===== src/rtl/qrt_pkg.sv =====
package qrt_pkg;
  typedef enum logic [1:0] {
    CM_TIMER = 2'b00,
    CM_GATED = 2'b01,
    CM_COUNT = 2'b10,
    CM_QUAD  = 2'b11
  } core_mode_t;

  typedef enum logic [1:0] {
    AM_HOLD       = 2'b00,
    AM_CAPTURE    = 2'b01,
    AM_PIN_LOAD   = 2'b10,
    AM_LATCH_LOAD = 2'b11
  } aux_mode_t;

  // direction of one quadrature step: new phase A against old phase B
  function automatic logic quad_up(input logic a_new, input logic b_old);
    return a_new ^ b_old;
  endfunction
endpackage


===== src/rtl/qrt_insync.sv =====
module qrt_insync #(
  parameter int N = 4
) (
  input  logic         clk,
  input  logic         rst_n,
  input  logic [N-1:0] raw,
  output logic [N-1:0] lvl,
  output logic [N-1:0] prv
);
  genvar i;
  generate
    for (i = 0; i < N; i++) begin : g_lane
      logic s1, s2, pv;
      always_ff @(posedge clk or negedge rst_n) begin
        if (!rst_n) begin
          s1 <= 1'b0;
          s2 <= 1'b0;
          pv <= 1'b0;
        end else begin
          s1 <= raw[i];
          s2 <= s1;
          pv <= s2;
        end
      end
      assign lvl[i] = s2;
      assign prv[i] = pv;
    end
  endgenerate
endmodule


===== src/rtl/qrt_prescaler.sv =====
module qrt_prescaler #(
  parameter int SEL_W = 3,
  parameter int BASE  = 3
) (
  input  logic             clk,
  input  logic             rst_n,
  input  logic [SEL_W-1:0] sel,
  output logic             tick
);
  localparam int CW = BASE + (1 << SEL_W) - 1;

  logic [CW-1:0] cnt;
  logic [CW-1:0] mask;

  always_comb begin
    mask = {CW{1'b1}} >> (CW - BASE - int'(sel));
    tick = (cnt & mask) == mask;
  end

  always_ff @(posedge clk or negedge rst_n) begin
    if (!rst_n) cnt <= '0;
    else        cnt <= cnt + 1'b1;
  end
endmodule


===== src/rtl/qrt_aux_cell.sv =====
module qrt_aux_cell
  import qrt_pkg::*;
#(
  parameter int W = 16
) (
  input  logic         clk,
  input  logic         rst_n,
  input  aux_mode_t    mode,
  input  logic         fall_sel,
  input  logic         wr,
  input  logic [W-1:0] wdata,
  input  logic         pin_rise,
  input  logic [W-1:0] core_val,
  input  logic         wrap_rise,
  input  logic         wrap_fall,
  input  logic         grant,
  output logic [W-1:0] value,
  output logic         load_req,
  output logic         cap_evt,
  output logic         irq
);
  logic latch_hit;

  always_comb begin
    latch_hit = fall_sel ? wrap_fall : wrap_rise;
    load_req  = ((mode == AM_PIN_LOAD) && pin_rise) ||
                ((mode == AM_LATCH_LOAD) && latch_hit);
    cap_evt   = (mode == AM_CAPTURE) && pin_rise && !wr;
  end

  always_ff @(posedge clk or negedge rst_n) begin
    if (!rst_n) begin
      value <= '0;
      irq   <= 1'b0;
    end else begin
      if (wr)           value <= wdata;
      else if (cap_evt) value <= core_val;
      irq <= cap_evt | grant;
    end
  end
endmodule


===== src/rtl/qrt_timer.sv =====
module qrt_timer
  import qrt_pkg::*;
#(
  parameter int W     = 16,
  parameter int SEL_W = 3
) (
  input  logic             clk,
  input  logic             rst_n,
  input  logic [1:0]       core_mode,
  input  logic [SEL_W-1:0] prescale_sel,
  input  logic             count_down,
  input  logic             ext_dir_en,
  input  logic [1:0]       edge_sel,
  input  logic             gate_level,
  input  logic             cnt_in,
  input  logic             dir_in,
  input  logic             aux_a_in,
  input  logic             aux_b_in,
  input  logic [1:0]       aux_a_mode,
  input  logic             aux_a_fall,
  input  logic [1:0]       aux_b_mode,
  input  logic             aux_b_fall,
  input  logic             core_wr,
  input  logic [W-1:0]     core_wdata,
  input  logic             aux_a_wr,
  input  logic [W-1:0]     aux_a_wdata,
  input  logic             aux_b_wr,
  input  logic [W-1:0]     aux_b_wdata,
  output logic [W-1:0]     core_value,
  output logic             toggle_out,
  output logic             core_irq,
  output logic [W-1:0]     aux_a_value,
  output logic             aux_a_irq,
  output logic [W-1:0]     aux_b_value,
  output logic             aux_b_irq
);
  localparam int           NPIN = 4;
  localparam logic [W-1:0] ONE  = {{(W-1){1'b0}}, 1'b1};
  localparam logic [W-1:0] TOP  = {W{1'b1}};

  function automatic logic [W-1:0] step_val(input logic [W-1:0] v, input logic up);
    return up ? v + ONE : v - ONE;
  endfunction

  function automatic logic at_end(input logic [W-1:0] v, input logic up);
    return up ? (v == TOP) : (v == '0);
  endfunction

  // lane order: 0 count/phase A, 1 direction/phase B, 2 aux A pin, 3 aux B pin
  logic [NPIN-1:0] pin_lvl, pin_prv, pin_rise, pin_fall;
  logic            tick;
  core_mode_t      cmode;
  logic            up_sw, step_evt, step_up, a_chg, b_chg;
  logic            wrap_evt, wrap_rise, wrap_fall;
  logic            req_a, req_b, grant_a, grant_b, load_evt;
  logic            cap_a_evt, cap_b_evt;

  qrt_insync #(.N(NPIN)) u_sync (
    .clk(clk), .rst_n(rst_n),
    .raw({aux_b_in, aux_a_in, dir_in, cnt_in}),
    .lvl(pin_lvl), .prv(pin_prv)
  );

  assign pin_rise = pin_lvl & ~pin_prv;
  assign pin_fall = ~pin_lvl & pin_prv;

  qrt_prescaler #(.SEL_W(SEL_W), .BASE(3)) u_pre (
    .clk(clk), .rst_n(rst_n), .sel(prescale_sel), .tick(tick)
  );

  always_comb begin
    cmode    = core_mode_t'(core_mode);
    up_sw    = ~(count_down ^ (ext_dir_en & pin_lvl[1]));
    a_chg    = pin_lvl[0] ^ pin_prv[0];
    b_chg    = pin_lvl[1] ^ pin_prv[1];
    step_evt = 1'b0;
    step_up  = up_sw;
    case (cmode)
      CM_TIMER: step_evt = tick;
      CM_GATED: step_evt = tick && (pin_lvl[0] == gate_level);
      CM_COUNT: step_evt = (edge_sel[0] && pin_rise[0]) || (edge_sel[1] && pin_fall[0]);
      CM_QUAD: begin
        step_evt = a_chg ^ b_chg;
        step_up  = quad_up(pin_lvl[0], pin_prv[1]);
      end
      default: step_evt = 1'b0;
    endcase
    wrap_evt  = step_evt && !core_wr && at_end(core_value, step_up);
    wrap_rise = wrap_evt && !toggle_out;
    wrap_fall = wrap_evt && toggle_out;
    grant_a   = req_a && !core_wr;
    grant_b   = req_b && !req_a && !core_wr;
    load_evt  = core_wr || grant_a || grant_b;
  end

  qrt_aux_cell #(.W(W)) u_aux_a (
    .clk(clk), .rst_n(rst_n), .mode(aux_mode_t'(aux_a_mode)), .fall_sel(aux_a_fall),
    .wr(aux_a_wr), .wdata(aux_a_wdata), .pin_rise(pin_rise[2]), .core_val(core_value),
    .wrap_rise(wrap_rise), .wrap_fall(wrap_fall), .grant(grant_a),
    .value(aux_a_value), .load_req(req_a), .cap_evt(cap_a_evt), .irq(aux_a_irq)
  );

  qrt_aux_cell #(.W(W)) u_aux_b (
    .clk(clk), .rst_n(rst_n), .mode(aux_mode_t'(aux_b_mode)), .fall_sel(aux_b_fall),
    .wr(aux_b_wr), .wdata(aux_b_wdata), .pin_rise(pin_rise[3]), .core_val(core_value),
    .wrap_rise(wrap_rise), .wrap_fall(wrap_fall), .grant(grant_b),
    .value(aux_b_value), .load_req(req_b), .cap_evt(cap_b_evt), .irq(aux_b_irq)
  );

  always_ff @(posedge clk or negedge rst_n) begin
    if (!rst_n) begin
      core_value <= '0;
      toggle_out <= 1'b0;
      core_irq   <= 1'b0;
    end else begin
      if (core_wr)       core_value <= core_wdata;
      else if (grant_a)  core_value <= aux_a_value;
      else if (grant_b)  core_value <= aux_b_value;
      else if (step_evt) core_value <= step_val(core_value, step_up);
      toggle_out <= toggle_out ^ wrap_evt;
      core_irq   <= wrap_evt;
    end
  end
endmodule


===== config.mk =====
export PLATFORM = sky130hd
export DESIGN_NAME = qrt_timer
export DESIGN_NICKNAME = d
export VERILOG_FILES = /design/src/rtl/qrt_pkg.sv /design/src/rtl/qrt_insync.sv /design/src/rtl/qrt_prescaler.sv /design/src/rtl/qrt_aux_cell.sv /design/src/rtl/qrt_timer.sv
export SDC_FILE = /design/constraint.sdc
export NUM_CORES = 1
export LEC_CHECK = 0
export ABC_AREA = 1
export CAP_MARGIN = 20
export CORE_ASPECT_RATIO = 0.6
export CORE_MARGIN = 1
export CORE_UTILIZATION = 53
export DETAILED_ROUTE_END_ITERATION = 10
export PLACE_DENSITY_LB_ADDON = 0.12
export SLEW_MARGIN = 20
export SYNTH_ARGS = -nofsm -noshare
export SYNTH_HDL_FRONTEND = slang
export SYNTH_SLANG_ARGS = --single-unit
export TNS_END_PERCENT = 50

===== constraint.sdc =====
create_clock -name clk -period 5.88 [get_ports clk]
set_input_delay 1.176 -clock clk [delete_from_list [all_inputs] [get_ports clk]]
set_output_delay 1.176 -clock clk [all_outputs]
set_load 0.1 [all_outputs]

==> run_results.csv <==
group,metric,value,unit
logic_synthesis,synth.avg_cell_area,7.00,sq um
flow_run,drv_cap,0,
logic_synthesis,synth_cell_type_count,34,
logic_synthesis,ys_seq_area_frac,0.391,
critical_path,required,6.09,ns
logic_synthesis,synth_area,4740,sq um
global_routing,antenna_found_initial,0,
cts,clock_path_buffers,2,
finish,fillers,685,
global_routing,grt_max_degree,75,
logic_synthesis,syn-num-nets,770,
die,core,8590,sq um
detailed_routing,antenna_left,0,
finish,fin_nets,891,
cts,root_buffer,"clkbuf_16",
global_routing,grt_pass1_vias,4636,
min_path,hp-class,"reg -> reg",
detailed_routing,wl_per_cell,17.8,um
finish,fin_util,0.741,
finish,syn_to_final_growth,34.3,%
cts,tritoncts,"done",
die,io_pins,125,
detailed_routing,wl_met3,2.21,mm
sta,drv_slew,0,
place,finalWeightedCongestion,0.956,
die,die_width,124,um
detailed_routing,routed_wl,16.2,mm
finish,diodes,0,
place,placed_area,6040,sq um
critical_path,crit_fanout,19,
global_routing,overflow,0,
place,hpwl,12.4,mm
cts,cts_max_level,3,
sta,tightestPinTransition,0.993,ns
critical_path,arrival,4.50,ns
detailed_routing,drc,0,
critical_path,path_class,"in -> reg",
detailed_routing,vias,5159,
power_and_ir_drop,p_leak,3.27,nW
place,io_buffers,124,
sta,rsz0062_at_grt,"no",
detailed_routing,drt-met1-wl,7.16,mm
sta,fin_hold_ws,0.350,ns
logic_synthesis,yosys_warnings,0,
cts,holdBufCountCts,0,
logic_synthesis,syn_inst,677,
die,start_util,0.552,
detailed_routing,drt_iter0_markers,639,
sta,finalHoldViolCount,0,
cts,clkTransAtPathRegs,0.06,ns
sta,tns,0,ns
die,die-area,9330,sq um
sta,slew_headroom,0.336,
global_routing,track_usage,0.363,
power_and_ir_drop,ir_drop,255,uV
detailed_routing,top_layer_used,"met4",
logic_synthesis,ys_ff_latch,74,
finish,drive_gt1_frac,0.0436,
critical_path,end_kind,"register",
cts,postCtsSetupBuffers,0,
finish,final_area,6360,sq um
cts,cts_sinks,74,
sta,worst_slack,1.59,ns
run_status,status,"finished clean",
detailed_routing,viasPerCell,5.64,
die,die_y,75.2,um
sta,fin_crit_sh,0.730,
cts,cts_resized,0,
sta,min_period,4.29,ns
critical_path,crit_path_start_kind,"input port",
cts,clock_latency,0.33,ns
finish,final_cell_mix,"nand2_1 (256), clkdlybuf4s50_1 (123), inv_1 (103), dfrtp_1 (74), nand3_1 (60)",
place,place_ws,1.33,ns
sta,fmaxAchievable,233,MHz
sta,setup_viol,0,
power_and_ir_drop,p_per_area,409,nW/um^2
finish,final_common_cell,"nand2_1",
global_routing,grt_pass1_wl,24.4,mm
detailed_routing,wl_met2,6.68,mm
sta,fin_skew,0.00666,ns
die,rows,26,
cts,cts_inserted_buffers,9,
detailed_routing,drt-pass1-iter-count,5,
==> cell families after synthesis <==
kind of cell / Yosys count / synth area share
adder cells (fa/ha/maj): 20 / 0.0544
XOR/XNOR: 15 / 0.0277
AO/OA/AOI/OAI: 77 / 0.0998
flip-flops: 74 / 0.391
buffers and inverters: 125 / 0.106
AND/OR/NAND/NOR: 366 / 0.321
==> state kept, by name (all words and copies together) (netlist names) <==
| signal | cells |
|---|---|
| core_irq | 1 |
| core_value | 16 |
| toggle_out | 1 |
| u_aux_a.irq | 1 |
| u_aux_a.value | 16 |
| u_aux_b.irq | 1 |
| u_aux_b.value | 16 |
| u_pre.cnt | 10 |
| u_sync.g_lane.pv | 4 |
| u_sync.g_lane.s1 | 4 |
| u_sync.g_lane.s2 | 4 |
==> area by class of cell <==
cell class	count	area, sq um	area share
multi-input cells	478	2380	0.374
clock buffers	9	225	0.0354
clock inverters	7	101	0.0159
well taps	112	140	0.0220
inverters	109	409	0.0643
repair buffers	126	1250	0.197
flip-flops and latches	74	1850	0.291
==> path summary, 6_finish.rpt <==
check	from	end	slack, ns	cells past startpoint
setup reg to reg	u_sync.g_lane[0].s2	core_value[3]	2.28	15
hold reg to reg	u_sync.g_lane[1].s1	u_sync.g_lane[1].s2	0.35	0
min in group asynchronous	rst_n	u_pre.cnt[2]	0.97	1
hold / removal	u_sync.g_lane[1].s1	u_sync.g_lane[1].s2	0.35	0
setup / recovery	core_wr	core_value[3]	1.59	12
max in group asynchronous	rst_n	u_aux_a.value[0]	4.30	1
==> metal layers <==
metal / global-route usage / vias to the layer above
li1: - / 2392
met3: 0.130 / 22
met2: 0.521 / 339
met5: 0 / -
met1: 0.518 / 2406
met4: 0.0926 / 0
==> critical path, stage by stage <==
cell             delay [ns]
clkdlybuf4s50_1        0.80
inv_2                  0.27
and3_1                 0.27
ha_1                   0.20
inv_2                  0.07
nand2_1                0.05
nand2_1                0.12
o21ai_2                0.19
nor2_2                 0.45
nand2_2                0.36
a21oi_1                0.41
o21ai_1                0.12
==> power breakdown <==
group	internal, mW	switching (mW)
clock	0.376	0.227
combinational	0.357	0.938
sequential	0.571	0.132
total	1.30	1.30
==> cell usage after synthesis <==
cell type	count	area (sq um)
o21bai_1	2	15.0
nor3_1	4	20.0
xor2_1	10	87.6
nand4_1	7	43.8
o21ai_2	1	8.76
inv_2	6	22.5
nand3b_1	2	15.0
ha_1	19	238
nand2_4	1	11.3
inv_1	103	387
nor4_1	4	25.0
and3_1	1	6.26
or2_1	2	12.5
nor2_1	22	82.6
nand2_1	256	961
buf_2	3	15.0
o21ai_0	17	85.1
clkbuf_1	7	26.3
nor2_2	3	18.8
o22ai_1	5	31.3
o211ai_1	19	143
o21ai_1	5	25.0
buf_6	2	22.5
a21oi_1	21	105
dfrtp_1	74	1850
fa_1	1	20.0
nand3_1	60	300
a31oi_1	2	12.5
buf_4	4	30.0
o221ai_1	4	35.0
o211ai_2	1	12.5
xnor2_1	5	43.8
nand2_2	1	6.26
or2_2	3	18.8
==> metrics by stage <==
stage	cells	total power, mW
global placement	899	1.95
floorplan	677	1.56
CTS	915	2.57
global route	915	2.71
detailed placement	899	1.96
finish	915	2.60
Note: power is estimated with default switching activity, not from simulation.
